**src/rtl/errinj_pkg.sv**
```systemverilog
package errinj_pkg;
    parameter int ADDR_W        = 64;
    parameter int DATA_W        = 64;
    parameter int BUS_W         = 8;
    parameter int REG_W         = 32;
    parameter int REG_AW        = 3;
    parameter int NARROW_ADDR_W = 32;
    parameter int NARROW_MASK_W = 24;

    localparam logic [REG_AW-1:0] OFS_ADDR_LO = 3'd0;
    localparam logic [REG_AW-1:0] OFS_ADDR_HI = 3'd1;
    localparam logic [REG_AW-1:0] OFS_MASK_LO = 3'd2;
    localparam logic [REG_AW-1:0] OFS_MASK_HI = 3'd3;
    localparam logic [REG_AW-1:0] OFS_BUS     = 3'd4;
    localparam logic [REG_AW-1:0] OFS_CTRL    = 3'd5;

    localparam int CTL_ARM_BIT   = 8;
    localparam int CTL_WIDE_BIT  = 9;
    localparam int STS_ARMED_BIT = 16;
    localparam int STS_FIRED_BIT = 17;

    typedef enum logic [1:0] {OP_LOAD, OP_STORE, OP_DMA_RD, OP_DMA_WR} op_e;
    typedef enum logic [1:0] {K_DATA_PAR, K_ADDR_PAR, K_MABORT, K_TABORT} kind_e;

    typedef struct packed {
        op_e   op;
        kind_e kind;
    } etype_t;

    typedef struct packed {
        logic [ADDR_W-1:0] addr;
        logic [ADDR_W-1:0] mask;
        logic [BUS_W-1:0]  bus;
        etype_t            etype;
        logic              wide;
    } cfg_t;

    function automatic logic etype_ok(etype_t t);
        logic dma;
        dma = (t.op == OP_DMA_RD) || (t.op == OP_DMA_WR);
        return dma || (t.kind == K_DATA_PAR) || (t.kind == K_ADDR_PAR);
    endfunction
endpackage

```
**src/rtl/errinj_regs.sv**
```systemverilog
module errinj_regs
    import errinj_pkg::*;
(
    input  logic              clk,
    input  logic              rst,
    input  logic              wr_en,
    input  logic [REG_AW-1:0] addr,
    input  logic [REG_W-1:0]  wdata,
    output logic [REG_W-1:0]  rdata,
    input  logic              fire,
    output cfg_t              cfg,
    output logic              armed,
    output logic              fired
);
    localparam int HALF = ADDR_W / 2;

    logic   ctl_wr;
    etype_t new_type;

    assign ctl_wr   = wr_en && (addr == OFS_CTRL);
    assign new_type = etype_t'(wdata[3:0]);

    always_ff @(posedge clk) begin
        if (rst) begin
            cfg   <= '0;
            armed <= 1'b0;
            fired <= 1'b0;
        end else begin
            if (fire) begin
                armed <= 1'b0;
                fired <= 1'b1;
            end
            if (wr_en) begin
                case (addr)
                    OFS_ADDR_LO: cfg.addr[HALF-1:0]      <= wdata;
                    OFS_ADDR_HI: cfg.addr[ADDR_W-1:HALF] <= wdata;
                    OFS_MASK_LO: cfg.mask[HALF-1:0]      <= wdata;
                    OFS_MASK_HI: cfg.mask[ADDR_W-1:HALF] <= wdata;
                    OFS_BUS:     cfg.bus                 <= wdata[BUS_W-1:0];
                    OFS_CTRL: begin
                        cfg.etype <= new_type;
                        cfg.wide  <= wdata[CTL_WIDE_BIT];
                        if (wdata[CTL_ARM_BIT] && etype_ok(new_type)) begin
                            armed <= 1'b1;
                            fired <= 1'b0;
                        end else begin
                            armed <= 1'b0;
                        end
                    end
                    default: ;
                endcase
            end
        end
    end

    always_comb begin
        rdata = '0;
        case (addr)
            OFS_ADDR_LO: rdata = cfg.addr[HALF-1:0];
            OFS_ADDR_HI: rdata = cfg.addr[ADDR_W-1:HALF];
            OFS_MASK_LO: rdata = cfg.mask[HALF-1:0];
            OFS_MASK_HI: rdata = cfg.mask[ADDR_W-1:HALF];
            OFS_BUS:     rdata[BUS_W-1:0] = cfg.bus;
            OFS_CTRL: begin
                rdata[3:0]           = cfg.etype;
                rdata[CTL_WIDE_BIT]  = cfg.wide;
                rdata[STS_ARMED_BIT] = armed;
                rdata[STS_FIRED_BIT] = fired;
            end
            default: rdata = '0;
        endcase
    end

    // a reserved type never leaves the engine armed
    p_reserved_rejected_r4: assert property (@(posedge clk) disable iff (rst)
        (ctl_wr && wdata[CTL_ARM_BIT] && !etype_ok(new_type)) |=> !armed);

    // a successful arm clears the fired flag
    p_arm_clears_fired_r12: assert property (@(posedge clk) disable iff (rst)
        (ctl_wr && wdata[CTL_ARM_BIT] && etype_ok(new_type)) |=> (armed && !fired));

    // an injection disarms the engine and records it as fired
    p_shot_disarms_r8: assert property (@(posedge clk) disable iff (rst)
        (fire && !ctl_wr) |=> (!armed && fired));

    // the engine comes out of reset disarmed
    p_reset_idle_r1: assert property (@(posedge clk) disable iff (rst)
        $past(rst) |-> (!armed && !fired));
endmodule

```
**src/rtl/errinj_match.sv**
```systemverilog
module errinj_match
    import errinj_pkg::*;
(
    input  cfg_t              cfg,
    input  logic              armed,
    input  logic              mon_valid,
    input  op_e               mon_op,
    input  logic [ADDR_W-1:0] mon_addr,
    input  logic [BUS_W-1:0]  mon_bus,
    output logic              hit
);
    logic [ADDR_W-1:0] care;
    logic [ADDR_W-1:0] diff;

    for (genvar i = 0; i < ADDR_W; i++) begin : g_care
        if (i < NARROW_MASK_W) begin : g_low
            assign care[i] = !cfg.mask[i];
        end else if (i < NARROW_ADDR_W) begin : g_mid
            assign care[i] = cfg.wide ? !cfg.mask[i] : 1'b1;
        end else begin : g_high
            assign care[i] = cfg.wide && !cfg.mask[i];
        end
    end

    assign diff = (mon_addr ^ cfg.addr) & care;
    assign hit  = armed && mon_valid
                  && (mon_bus == cfg.bus)
                  && (mon_op == cfg.etype.op)
                  && (diff == '0);
endmodule

```
**src/rtl/errinj_corrupt.sv**
```systemverilog
module errinj_corrupt
    import errinj_pkg::*;
#(
    parameter int FLIP_N = 2
) (
    input  logic              clk,
    input  logic              rst,
    input  logic              hit,
    input  kind_e             kind,
    input  logic [DATA_W-1:0] din,
    output logic [DATA_W-1:0] dout,
    output logic              addr_par_flip,
    output logic              mabort,
    output logic              tabort
);
    logic [DATA_W-1:0] flip_pat;

    for (genvar i = 0; i < DATA_W; i++) begin : g_pat
        assign flip_pat[i] = (i < FLIP_N);
    end

    assign dout          = (hit && kind == K_DATA_PAR) ? (din ^ flip_pat) : din;
    assign addr_par_flip = hit && (kind == K_ADDR_PAR);
    assign mabort        = hit && (kind == K_MABORT);
    assign tabort        = hit && (kind == K_TABORT);

    // a data fault always flips at least two bits
    p_flip_count_r9: assert property (@(posedge clk) disable iff (rst)
        (hit && kind == K_DATA_PAR) |-> ($countones(dout ^ din) == FLIP_N && FLIP_N >= 2));

    // only one fault form per injection
    p_single_form_r10: assert property (@(posedge clk) disable iff (rst)
        $onehot0({addr_par_flip, mabort, tabort, (dout != din)}));
endmodule

```
**src/rtl/errinj_engine.sv**
```systemverilog
module errinj_engine
    import errinj_pkg::*;
#(
    parameter int FLIP_N = 2
) (
    input  logic              clk,
    input  logic              rst,
    input  logic              reg_wr_en,
    input  logic [REG_AW-1:0] reg_addr,
    input  logic [REG_W-1:0]  reg_wdata,
    output logic [REG_W-1:0]  reg_rdata,
    input  logic              mon_valid,
    input  logic [1:0]        mon_op,
    input  logic [ADDR_W-1:0] mon_addr,
    input  logic [BUS_W-1:0]  mon_bus,
    input  logic [DATA_W-1:0] mon_data,
    output logic [DATA_W-1:0] inj_data,
    output logic              inj_addr_par_flip,
    output logic              inj_master_abort,
    output logic              inj_target_abort
);
    cfg_t cfg;
    logic armed;
    logic fired;
    logic hit;

    errinj_regs u_regs (
        .clk   (clk),
        .rst   (rst),
        .wr_en (reg_wr_en),
        .addr  (reg_addr),
        .wdata (reg_wdata),
        .rdata (reg_rdata),
        .fire  (hit),
        .cfg   (cfg),
        .armed (armed),
        .fired (fired)
    );

    errinj_match u_match (
        .cfg       (cfg),
        .armed     (armed),
        .mon_valid (mon_valid),
        .mon_op    (op_e'(mon_op)),
        .mon_addr  (mon_addr),
        .mon_bus   (mon_bus),
        .hit       (hit)
    );

    errinj_corrupt #(.FLIP_N(FLIP_N)) u_corrupt (
        .clk           (clk),
        .rst           (rst),
        .hit           (hit),
        .kind          (cfg.etype.kind),
        .din           (mon_data),
        .dout          (inj_data),
        .addr_par_flip (inj_addr_par_flip),
        .mabort        (inj_master_abort),
        .tabort        (inj_target_abort)
    );

    // another bus is never disturbed
    p_other_bus_clean_r11: assert property (@(posedge clk) disable iff (rst)
        (mon_bus != cfg.bus) |->
        (inj_data == mon_data && !inj_addr_par_flip && !inj_master_abort && !inj_target_abort));

    // the cycle after a shot produces no further fault
    p_one_shot_r8: assert property (@(posedge clk) disable iff (rst)
        (hit && !(reg_wr_en && reg_addr == OFS_CTRL)) |=>
        (inj_data == mon_data && !inj_addr_par_flip && !inj_master_abort && !inj_target_abort));

    // fired stays set while disarmed and no control write arrives
    p_fired_sticky_r12: assert property (@(posedge clk) disable iff (rst)
        (fired && !(reg_wr_en && reg_addr == OFS_CTRL)) |=> fired);
endmodule

```
**config.mk**
```make
export PLATFORM = sky130hd
export DESIGN_NAME = errinj_engine
export DESIGN_NICKNAME = d
export VERILOG_FILES = /design/src/rtl/errinj_pkg.sv /design/src/rtl/errinj_regs.sv /design/src/rtl/errinj_match.sv /design/src/rtl/errinj_corrupt.sv /design/src/rtl/errinj_engine.sv
export SDC_FILE = /design/constraint.sdc
export NUM_CORES = 1
export LEC_CHECK = 0
export BUFFER_PORTS_ARGS = -buffer_cell sky130_fd_sc_hd__buf_4
export CORE_ASPECT_RATIO = 0.8
export CORE_UTILIZATION = 50
export CTS_CLUSTER_DIAMETER = 50
export CTS_CLUSTER_SIZE = 8
export DETAILED_ROUTE_END_ITERATION = 6
export GPL_TIMING_DRIVEN = 1
export PLACE_DENSITY = 0.87
export RECOVER_POWER = 25
export SLEW_MARGIN = 10
export SYNTH_ARGS = -nofsm -noshare
export SYNTH_HDL_FRONTEND = slang
export SYNTH_SLANG_ARGS = --single-unit
export TNS_END_PERCENT = 20
```
**constraint.sdc**
```tcl
create_clock -name clk -period 3.7 [get_ports clk]
set_clock_uncertainty 0.2 [all_clocks]
set_input_delay 0.74 -clock clk [delete_from_list [all_inputs] [get_ports clk]]
set_output_delay 0.74 -clock clk [all_outputs]
set_load 0.01 [all_outputs]
```
======== Word level (Yosys, flattened, before mapping) ========
Index checks and enable logic that the tools add are counted.
operators by class
  reductions and logical operators ........ 118
  bitwise gates (word level) .............. 3
  multiplexer cells ....................... 24
  eq/ne operators ......................... 13
operator list
  operator            number
  $and 64x64->64      1
  $logic_not 1->1     64
  $logic_not 64->1    1
  $xor 64x64->64      1
  $pmux 14 s4         1
  $logic_and 1x1->1   41
  $pmux 4 s6          1
  $pmux 6 s4          1
  $pmux 4 s5          1
  $mux 1              16
  $reduce_and 2->1    6
  $pmux 2 s5          1
  $eq 2x2->1 const B  4
  $eq 8x8->1          1
  $eq 3x2->1 const B  2
  $eq 3x3->1 const B  2
  $pmux 1 s5          1
  $eq 2x1->1 const B  2
  $logic_not 2->1     2
  $pmux 1 s4          1
  $eq 3x1->1 const B  1
  $logic_not 3->1     1
  $logic_or 1x1->1    3
  $eq 2x2->1          1
  2 further kinds     2
word-level totals
  output and inout bits ................... 99
  register bits ........................... 143
  logic and storage cells ................. 168
  bits of input ports ..................... 177

======== Logic depth before layout (Yosys ltp) ========
Gate-level depths: netlist of the first run.
  word-level depth ........................ 9
  gate-level depth with buffers ........... 9

======== By module ========
From an unflattened synthesis of the first run, not the netlist that was laid out.
second synthesis, totals
  cell total of the unflattened synthesis .. 935
  area, all modules ....................... 7828.8 um^2
modules (own cells, without submodules)
  module          seq. area each (um^2)  area an instance (um^2)  instances  cells each
  errinj_regs     2862.7                 6284.8                   1          733
  errinj_match    0.0                    1017.2                   1          133
  errinj_corrupt  0.0                    526.8                    1          69

======== Worst setup path after synthesis of the first run ========
No wires, ideal clock.
  kind .................................... input to output
  start ................................... input mon_bus[1]
  end ..................................... output inj_addr_par_flip
  stages .................................. 6
  arrival time ............................ 2.411 ns
  path slack .............................. 0.349 ns
  required time ........................... 2.760 ns
  path through ............................ xor2_1 > or4_1 > nor4_1 > nand4_1 > nor4_2 > nor3b_2
between the ends
  cells in the longest elaborated chain, start to end .. 5
RTL lines
  element            RTL line              text
  from (decl)        errinj_engine.sv:15   input logic [BUS_W-1:0] mon_bus,
  $eq 8x8->1         errinj_match.sv:27    && (mon_bus == cfg.bus)
  $logic_and 1x1->1  errinj_match.sv:27
  $logic_and 1x1->1  errinj_match.sv:28    && (mon_op == cfg.etype.op)
  $logic_and 1x1->1  errinj_match.sv:29    && (diff == '0);
  $logic_and 1x1->1  errinj_corrupt.sv:23  assign addr_par_flip = hit && (kind == K_ADDR_PAR);
  to (decl)          errinj_engine.sv:18   output logic inj_addr_par_flip,
Every way passes these cells.

======== Final worst setup path of the first run ========
Ends and elaborated chain as after synthesis.

==> results of run 1 <==
metrics by stage:
stage | TNS (ns) | instance area (µm²) | setup slack, ns | hold slack [ns] | utilization, %
after floorplan | 0 | 7480 | 0.349 | 0.245 | -
after global placement | -0.253 | 8390 | -0.115 | 0.256 | 58.1
after detailed placement | -0.462 | 8390 | -0.189 | 0.262 | 58.1
after CTS | 0 | 9010 | 0.00766 | 0.270 | 62.4
after global routing | 0 | 9030 | 0.00816 | 0.289 | 62.5
final | 0 | 9030 | 0.0630 | 0.270 | 62.5
layout make-up:
cell class	count	area, µm²
Sequential cell	143	2860
Fill cell	1218	5410
Timing Repair Buffer	179	1370
Clock buffer	17	425
Inverter	6	22.5
Clock inverter	14	193
Tap cell	184	230
Multi-Input combinational cell	696	3930
synth_stat cells, drive strengths merged:
cell type,n
nand2,276
dfxtp,143
a21oi,136
xnor2,71
buf,67
clkbuf,56
nor2,38
o22ai,26
a221o,24
a22o,24
mux2i,20
nor4,18
o21ai,7
nand3,6
inv,5
mux2,5
nand4,5
nor3,5
xor2,5
a22oi,4
and2,4
and3,4
a31oi,2
mux4,2
nor2b,2
o221ai,2
o32ai,2
clkinv,1
nand2b,1
nand3b,1
nand4b,1
nand4bb,1
nor3b,1
o211a,1
or2,1
or4,1
repair_timing:
item,CTS,global route
gates resized for setup,1,3
pin swaps,1,3
setup endpoints to repair,3,5
setup buffers,0,0
report_power, final:
group | internal, mW | total (mW) | switching (mW)
sequential | 1.57 | 1.60 | 0.0317
combinational | 0.193 | 0.445 | 0.253
clock | 1.12 | 1.82 | 0.699
total | 2.89 | 3.87 | 0.983
state kept, by name (all words and copies together), names as in the netlist:
| name | cells |
|---|---|
| u_regs.cfg | 141 |
| u_regs.armed | 1 |
| u_regs.fired | 1 |
path summary, 6_finish.rpt:
kind	from	endpoint	slack, ns	depth (start not counted)
setup / recovery	mon_bus[1]	inj_addr_par_flip	0.06	8
hold / removal	u_regs.cfg[65]	u_regs.cfg[65]	0.27	2
setup reg to reg	u_regs.cfg[0]	u_regs.armed	1.25	9
hold reg to reg	u_regs.cfg[65]	u_regs.cfg[65]	0.27	2
logic make-up after synthesis:
kind of cell | count (synthesis) | share of synthesized area (%)
simple gates | 365 | 20.2
compound gates | 228 | 18.9
flops | 143 | 38.3
buf+inv | 129 | 9.73
xor+xnor | 76 | 8.89
mux | 27 | 4.03
routing by layer:
| metal | track usage, % | share of wire, % | vias to the layer above | wire length, µm |
|---|---|---|---|---|
| met5 | 0 | 0 | - | 0 |
| met3 | 11.0 | 14 | 98 | 3530 |
| li1 | - | - | 3399 | - |
| met2 | 48.4 | 43 | 591 | 11100 |
| met4 | 17.4 | 3.9 | 0 | 1000 |
| met1 | 43.2 | 39 | 3520 | 9910 |
critical path, cell delays in order:
cell,delay [ns]
buf_4,0.11
xor2_1,0.15
or4_4,0.55
nor4_2,0.16
nand4_1,0.18
nor4_4,0.41
nor3b_2,0.24
buf_4,0.14
==> run metrics, run 1 <==
number of buffers created by CTS=17; core area=14400 µm²; Die Footprint=15500 µm²; Die Wd=139 µm; die height=111 µm; Final GP Congestion=0.958; YS warnings=0; Post-Syn Area=7480 µm²; violated checks=DRC; ANT nets after route=0; # diodes=0; Slew headroom=63.2%; class of the worst hold path=register to register; vias=7608; critical path startpoint category=primary input; Synth Instances=968; FF+latch count, synth=143; Starting Density=51.8%; Non-Filler Instances=1239; final wirelength=25500 µm; commonest non-fill, non-tap cell in the layout=nand2_1; vias in the first global route=7262; CTS tree=built; FMAX=275 MHz; Clock Tree Root=clkbuf_16; 1st-iter DRT viols=1146; clock-pin transition on the worst setup and hold timing paths=0.06 ns; drt wl/cell=20.6 µm; largest cells by area after synthesis=dfxtp_1, nand2_1, a21oi_1, xnor2_1, buf_4; Slew @ Worst Pin=0.551 ns; GRT Resource Usage Total=33.1%; area grow syn2layout=20.7%; post-synthesis sequential area ratio=38.3%; GRT overflow=0; Net Count, Synth=1145; WP data required=2.76 ns; DRT Pass-1 Iters=7; PD cells=429 nW/µm²; Clock Sink Count=143; post-synth cell types=42; share of the synthesized area in the top cell type=38.3%; layout cell share with drive strength beyond 1=21.5%; IO Port Bufs=151; post-synth top area cell=dfxtp_1; VDD IR-drop max=353 µV; crit path DAT=2.70 ns; total power after layout=3.87 mW; # H-tree levels=4; hold_buf cts=0; CP Capture Type=primary output; initial antenna violation count=1; row count=39; most frequent cells in the layout=nand2_1, buf_4, dfxtp_1, a21oi_1, xnor2_1; placed cell count=1208; max-slew violations=0; Crit Path Category=primary input to primary output; Tcrit/Tclk final=98.3%; Clock Latency Late Sink=0.43 ns; hold violation count in the final report=0; Detail Placement HPWL=18000 µm; unrepaired setup endpoints after global routing=false; # nets final=1220; status=complete, but fails checks; largest net degree at the start of global routing=62; first-pass GRT wire length=39100 µm; CP max FO=4; Setup-failing EPs final=0; Static Leak=3.34 nW; syn avg cell area=7.73 µm²; I/O pins=276; maxcap violations=0; # DRC=17; CTS Buffer Depth=2; post-route minimum period=3.64 ns; Via-to-Cell Ratio=6.14
Power figures use the tool's default switching activity.
==> inputs of run 2 (changes only) <==
- CORE_ASPECT_RATIO: 0.8 -> unset
==> run 2 against run 1 <==
Effect of this change: maximum frequency grew 1.2%; combinational power is essentially flat; via count shrank 0.91%; final cell count shrank 0.16%; global-route usage shrank 0.91 points; power shrank 4.1%; the run now ends clean; count of clock-buffer cells in the layout grew 4; utilization shrank 0.78 points; routed wire length shrank 0.58%; hold slack gained 0.0017 ns; highest routed layer unchanged; sequential cell count is the same.
==> run metrics, run 2 (synthesized netlist as in run 1, its figures left out) <==
status=finished clean; VDD IR-drop max=368 µV (+4.1%); Top cell by count, worst path=buf_4; Crit-path slowest cell=xnor2_1; Via-to-Cell Ratio=6.09 (-0.75%); Final GP Congestion=0.928 (-3.1%); final setup TNS=0 ns (unchanged); Reg with most FFs=u_regs.cfg; PD cells=412 nW/µm² (-3.8%); crit path DAT=2.65 ns (-0.05 ns); clock-pin transition on the worst setup and hold timing paths=0.05 ns (about the same); FMAX=278 MHz (+1.2%); maxcap violations=0 (unchanged); post-route cell area=9010 µm² (-0.25%); ANT nets after route=0 (unchanged); Clock Tree Root=clkbuf_16; DRT Pass-1 Iters=6 (-1); Starting Density=51.3% (-0.52 points); # diodes=0 (unchanged); GRT overflow=0 (unchanged); I/O pins=276 (unchanged); Die Footprint=15500 µm² (about the same); CTS Buffer Depth=2 (unchanged); class of the worst hold path=register to register; final wirelength=25300 µm (-0.58%); Setup-failing EPs final=0 (unchanged); layout cell share with drive strength beyond 1=21.4% (-0.15 points); crit-path cells=buf_4 > xnor2_1 > o22ai_1 > nor4_1 > nand4_1 > nor4_2 > buf_4 > xor2_1 > buf_4; vias=7539 (-0.91%); row count=44 (+13%); Clock Latency Late Sink=0.44 ns (about the same); 1st-iter DRT viols=1062 (-7.3%); first-pass GRT wire length=38600 µm (-1.3%); CP Capture Type=primary output; Slew @ Worst Pin=0.748 ns (+0.197 ns); most frequent cells in the layout=nand2_1, buf_4, dfxtp_1, a21oi_1, xnor2_1; Tcrit/Tclk final=97.1% (-1.2 points); fin worst setup slack=0.106 ns (+0.0432 ns); total power after layout=3.72 mW (-4.1%); CP delay by family, top=simple AND/OR/NAND/NOR gates; vias in the first global route=7369 (+1.5%); Slew headroom=50.1% (-13 points); critical path startpoint category=primary input; WP buf/inv=3 (+1); number of buffers created by CTS=17 (unchanged); pre-CTS setup slack=0.000297 ns (+0.190 ns); largest net degree at the start of global routing=67 (+8.1%); CP max FO=2 (-2); Reg2Reg Depth=7 (-2); CTS tree=built; max FFs per register=141 (unchanged); Die Wd=124 µm (-10%); core area=14600 µm² (+1.0%); Post-CTS Setup Bufs=0 (unchanged); Clock Sink Count=143 (unchanged); Detail Placement HPWL=17500 µm (-2.8%); IO Port Bufs=151 (unchanged); initial antenna violation count=0 (-1); worst hold slack=0.272 ns (+0.00169 ns); # DRC=0 (-17); die height=124 µm (+12%); drt wl/cell=20.5 µm (-0.42%); WP data required=2.76 ns (about the same); commonest non-fill, non-tap cell in the layout=nand2_1; max-slew violations=0 (unchanged); hold_buf cts=0 (unchanged); # H-tree levels=4 (unchanged); CP peak stage delay=0.37 ns (-0.18 ns); GRT Resource Usage Total=32.2% (-0.91 points); area grow syn2layout=20.4%; hold violation count in the final report=0 (unchanged); Crit Path Category=primary input to primary output; top flop regs=u_regs.cfg: 141 flops, u_regs.armed: 1 flops, u_regs.fired: 1 flops; post-route minimum period=3.59 ns (-0.0432 ns); Post-Place Cell Area=8410 µm² (+0.27%); Worst path depth=9 (+1); # nets final=1218 (-0.16%); Hold Path Depth=2 (unchanged); Static Leak=3.31 nW (-0.91%)
-- run 2: power by group --
part / leakage, nW / internal, mW / switching (mW) / total, mW
Clock: 0.265 / 1.00 / 0.663 / 1.66
Sequential: 1.16 / 1.57 / 0.0323 / 1.61
Combinational: 1.89 / 0.195 / 0.251 / 0.446
-- run 2: repair_timing --
action | CTS | global route
setup endpoints to repair | 3 | 5
pin swaps | 1 | 0
gates cloned | 0 | 0
resized for setup | 0 | 6
-- run 2: worst register-to-register path, cell delays in order, from the launching register on --
cell     delay (ns)
dfxtp_1        0.33
xor2_1         0.18
or4_1          0.59
nor4_2         0.17
nand4_1        0.14
nor4_2         0.28
buf_4          0.18
o22ai_1        0.09
-- run 2: layer usage --
layer | track usage (%) | part of all wire, % | vias up
li1 | - | - | 3402
met1 | 38.4 | 36 | 3417
met2 | 49.7 | 45 | 572
met3 | 9.02 | 12 | 148
met4 | 22.7 | 6.5 | 0
met5 | 0 | 0 | -
-- run 2: per-stage QoR --
step / utilization [%] / instances
after floorplan: - / 968
after global placement: 57.6 / 1206
after detailed placement: 57.6 / 1206
after CTS: 61.5 / 1237
after global routing: 61.7 / 1237
final: 61.7 / 1237
-- run 2: area by class of cell --
| class | count | area (µm²) |
|---|---|---|
| inverters | 6 | 22.5 |
| flip-flops and latches | 143 | 2860 |
| clock inverters | 10 | 114 |
| clock buffers | 21 | 450 |
| fillers | 1228 | 5580 |
| multi-input cells | 696 | 3940 |
| repair buffers | 177 | 1390 |
| well taps | 184 | 230 |
-- run 2: final timing paths --
path | startpoint | to | slack [ns]
setup / recovery | mon_addr[11] | inj_data[1] | 0.11
hold / removal | u_regs.cfg[63] | u_regs.cfg[63] | 0.27
setup reg to reg | u_regs.cfg[6] | u_regs.armed | 1.39
hold reg to reg | u_regs.cfg[63] | u_regs.cfg[63] | 0.27
==> inputs of run 3 (changes only) <==
- CORE_UTILIZATION: 50 -> 51
- CTS_BUF_LIST: unset -> sky130_fd_sc_hd__clkbuf_16
- SYNTH_HIERARCHICAL: unset -> 1
==> run 3 against run 2 <==
Effect of this change: power grew 6.0%; die area grew 2.5%; global-route usage grew 0.13 points; sequential share of layout area shrank 1.6 points; register-to-register slack lost 0.10 ns; maximum frequency shrank 1.5%; critical endpoint unchanged; largest cell class unchanged; largest power group unchanged.
==> run metrics, run 3 <==
status=finished clean; Sequential cell area=2870 µm² (+0.31%); unrepaired setup endpoints after global routing=true; Crit Path Category=primary input to primary output; fraction of registers with async set/reset=0% (unchanged); Critical R2R Capture=u_regs/armed; PD cells=413 nW/µm² (+0.18%); Top FF cell, synth=dfxtp_1; adder-cell share of the synthesized area=0% (unchanged); CP delay by family, top=simple AND/OR/NAND/NOR gates; Net Count, Synth=1112 (-2.9%); Clock Latency Late Sink=0.43 ns (about the same); GRT overflow=0 (unchanged); Non-Filler Instances=1201 (-2.9%); Synth Instances=935 (-3.4%); IO Port Bufs=151 (unchanged); die height=126 µm (+1.3%); I/O pins=276 (unchanged); vias in the first global route=7388 (+0.26%); layout cell share with drive strength beyond 1=27.9% (+6.6 points); share of the synthesized area in the top cell type=36.6% (-1.7 points); Via-to-Cell Ratio=6.16 (+1.1%); 1st-iter DRT viols=1087 (+2.4%); drt wl/cell=21.6 µm (+5.2%); crit path capture=inj_data[1]; CP Capture Type=primary output; maxcap violations=0 (unchanged); Detail Placement HPWL=17200 µm (-1.7%); WP data required=2.76 ns (about the same); hold violation count in the final report=0 (unchanged); multi-input combinational cell area=4460 µm² (+13%); compound-cell area share of the yosys netlist=13.1% (-5.9 points); Die Wd=126 µm (+1.3%); # nets final=1181 (-3.0%); XOR/XNOR Fraction of Synth Area=8.50% (-0.39 points); syn avg cell area=8.37 µm² (+8.3%); vias=7397 (-1.9%); post-synth cell types=48 (+14%); post-synthesis sequential area ratio=36.6% (-1.7 points); DRT Pass-1 Iters=6 (unchanged); number of buffers created by CTS=17 (unchanged); Worst path depth=10 (+1); YS warnings=6 (+6); post-synthesis mux area share=11.2% (+7.1 points); largest family of logic cells by synthesized area=simple AND/OR/NAND/NOR gates; HP Start=u_regs/cfg[18]; Slew @ Worst Pin=0.810 ns (+0.0624 ns); placed cell count=1169 (-3.1%); CTS Buffer Depth=2 (unchanged); CP peak stage delay=0.35 ns (-0.02 ns); core area=14800 µm² (+1.1%); area grow syn2layout=21.7%; top flop regs=u_regs/cfg: 141 flops, u_regs/armed: 1 flops, u_regs/fired: 1 flops; CP max FO=2 (unchanged); Static Leak=3.58 nW (+8.0%); Fillers=1156 (-5.9%); Die Footprint=15800 µm² (+2.5%); FMAX=274 MHz (-1.5%); Tcrit/Tclk final=98.6% (+1.5 points); final setup TNS=0 ns (unchanged); Final GP Congestion=0.927 (-0.12%); max FFs per register=141 (unchanged); max-slew violations=0 (unchanged); total power after layout=3.94 mW (+6.0%); post-synth top area cell=dfxtp_1; clock-pin transition on the worst setup and hold timing paths=0.06 ns (about the same); largest net degree at the start of global routing=75 (+12%); Setup-failing EPs final=0 (unchanged); most frequent cells in the layout=nand2_1, buf_4, dfxtp_1, a21oi_1, xnor2_1; initial antenna violation count=0 (unchanged); class of the worst hold path=register to register; Simple-Gate Fraction of Synth Area=19.9% (-0.28 points); r2r setup slk=1.29 ns (-0.10 ns); post-route minimum period=3.65 ns (+0.0558 ns); Post-Syn Area=7830 µm² (+4.6%); Clock Tree Root=clkbuf_16; Clock Sink Count=143 (unchanged); crit-path cells=buf_4 > xnor2_1 > o22ai_1 > nor4_1 > nand4_1 > a2111oi_4 > buf_4 > nor3b_4 > xor2_1 > buf_4; Top cell by count, worst path=buf_4; row count=44 (unchanged); CP Launch Point=mon_addr[44]; Crit-path slowest cell=a2111oi_4; final wirelength=25900 µm (+2.1%); first-pass GRT wire length=39100 µm (+1.4%); Reg2Reg Depth=9 (+2); commonest non-fill, non-tap cell in the layout=nand2_1; reg2reg start=u_regs/cfg[126]; critical path startpoint category=primary input; ANT nets after route=0 (unchanged); Slew headroom=46.0% (-4.2 points); Post-synth EDFFs=0 (unchanged); Post-synth top cells=nand2_1, dfxtp_1, a21oi_1; Starting Density=53.1% (+1.8 points); FF+latch count, synth=143 (unchanged); largest cells by area after synthesis=dfxtp_1, nand2_1, a21oi_1, xnor2_1, buf_4; VDD IR-drop max=337 µV (-8.3%); # H-tree levels=4 (unchanged); # diodes=0 (unchanged); # DRC=0 (unchanged); Post-CTS Setup Bufs=0 (unchanged); crit path DAT=2.71 ns (+0.06 ns); CTS tree=built; Reg with most FFs=u_regs/cfg; top-count cell post-synth=nand2_1; GRT Resource Usage Total=32.3% (+0.13 points); WP buf/inv=3 (unchanged)
[run 3: per-stage QoR]
stage / area (µm²) / setup slack (ns) / hold WS [ns] / utilization [%]
2_1_floorplan: 7830 / 0.369 / 0.245 / -
3_3_place_gp: 8550 / -0.123 / 0.252 / 57.9
3_5_place_dp: 8550 / -0.125 / 0.266 / 57.9
4_1_cts: 9260 / 0.00559 / 0.274 / 62.7
5_1_grt: 9530 / -0.0696 / 0.291 / 64.6
6_report: 9530 / 0.0504 / 0.277 / 64.6
[run 3: timing repair]
item / CTS / global route
resized for setup: 11 / 40
hold buffers: 0 / 0
pin swaps: 3 / 12
setup endpoints to repair: 5 / 5
[run 3: worst min path at each step]
stage | end | slack [ns] | cells past startpoint
detailed placement | u_regs/cfg[45] | 0.27 | 2
floorplan | u_regs/cfg[44] | 0.24 | 2
CTS | u_regs/cfg[45] | 0.27 | 2
finish | u_regs/cfg[18] | 0.28 | 2
global route | u_regs/cfg[15] | 0.29 | 2
global placement | u_regs/cfg[32] | 0.25 | 2
[run 3: metal layers]
layer	wire, µm	GRT usage [%]
met1	9340	38.8
met2	12100	51.3
met3	3140	9.22
met4	1360	19.4
met5	0	0
[run 3: cell families (layout without fill, tap and decap cells)]
group	count (synthesis)	count (layout)
simple gates	345	345
compound gates	185	185
flops	143	143
buf+inv	128	210
xor+xnor	76	76
mux	58	58
[run 3: layout make-up]
type / count / share of cell area (%)
clock inverter: 15 / 2.13
timing repair buffer: 175 / 14.0
tap: 184 / 2.42
sequential: 143 / 30.2
multi-input combinational: 664 / 46.8
clock buffer: 17 / 4.46
inverter: 3 / 0.118
[run 3: where the power goes]
part | switching (mW) | internal, mW | leakage, nW
registers | 0.0351 | 1.57 | 1.16
clock network | 0.662 | 1.18 | 0.310
logic | 0.258 | 0.228 | 2.11
[run 3: worst register-to-register path: stages (launching register included)]
cell and delay, ns:
dfxtp_1 0.40, xnor2_2 0.15, o22ai_2 0.12, nor4_2 0.32
nand4_1 0.18, a2111oi_4 0.35, buf_4 0.19, buf_4 0.14
nand3b_1 0.12, a21oi_1 0.08
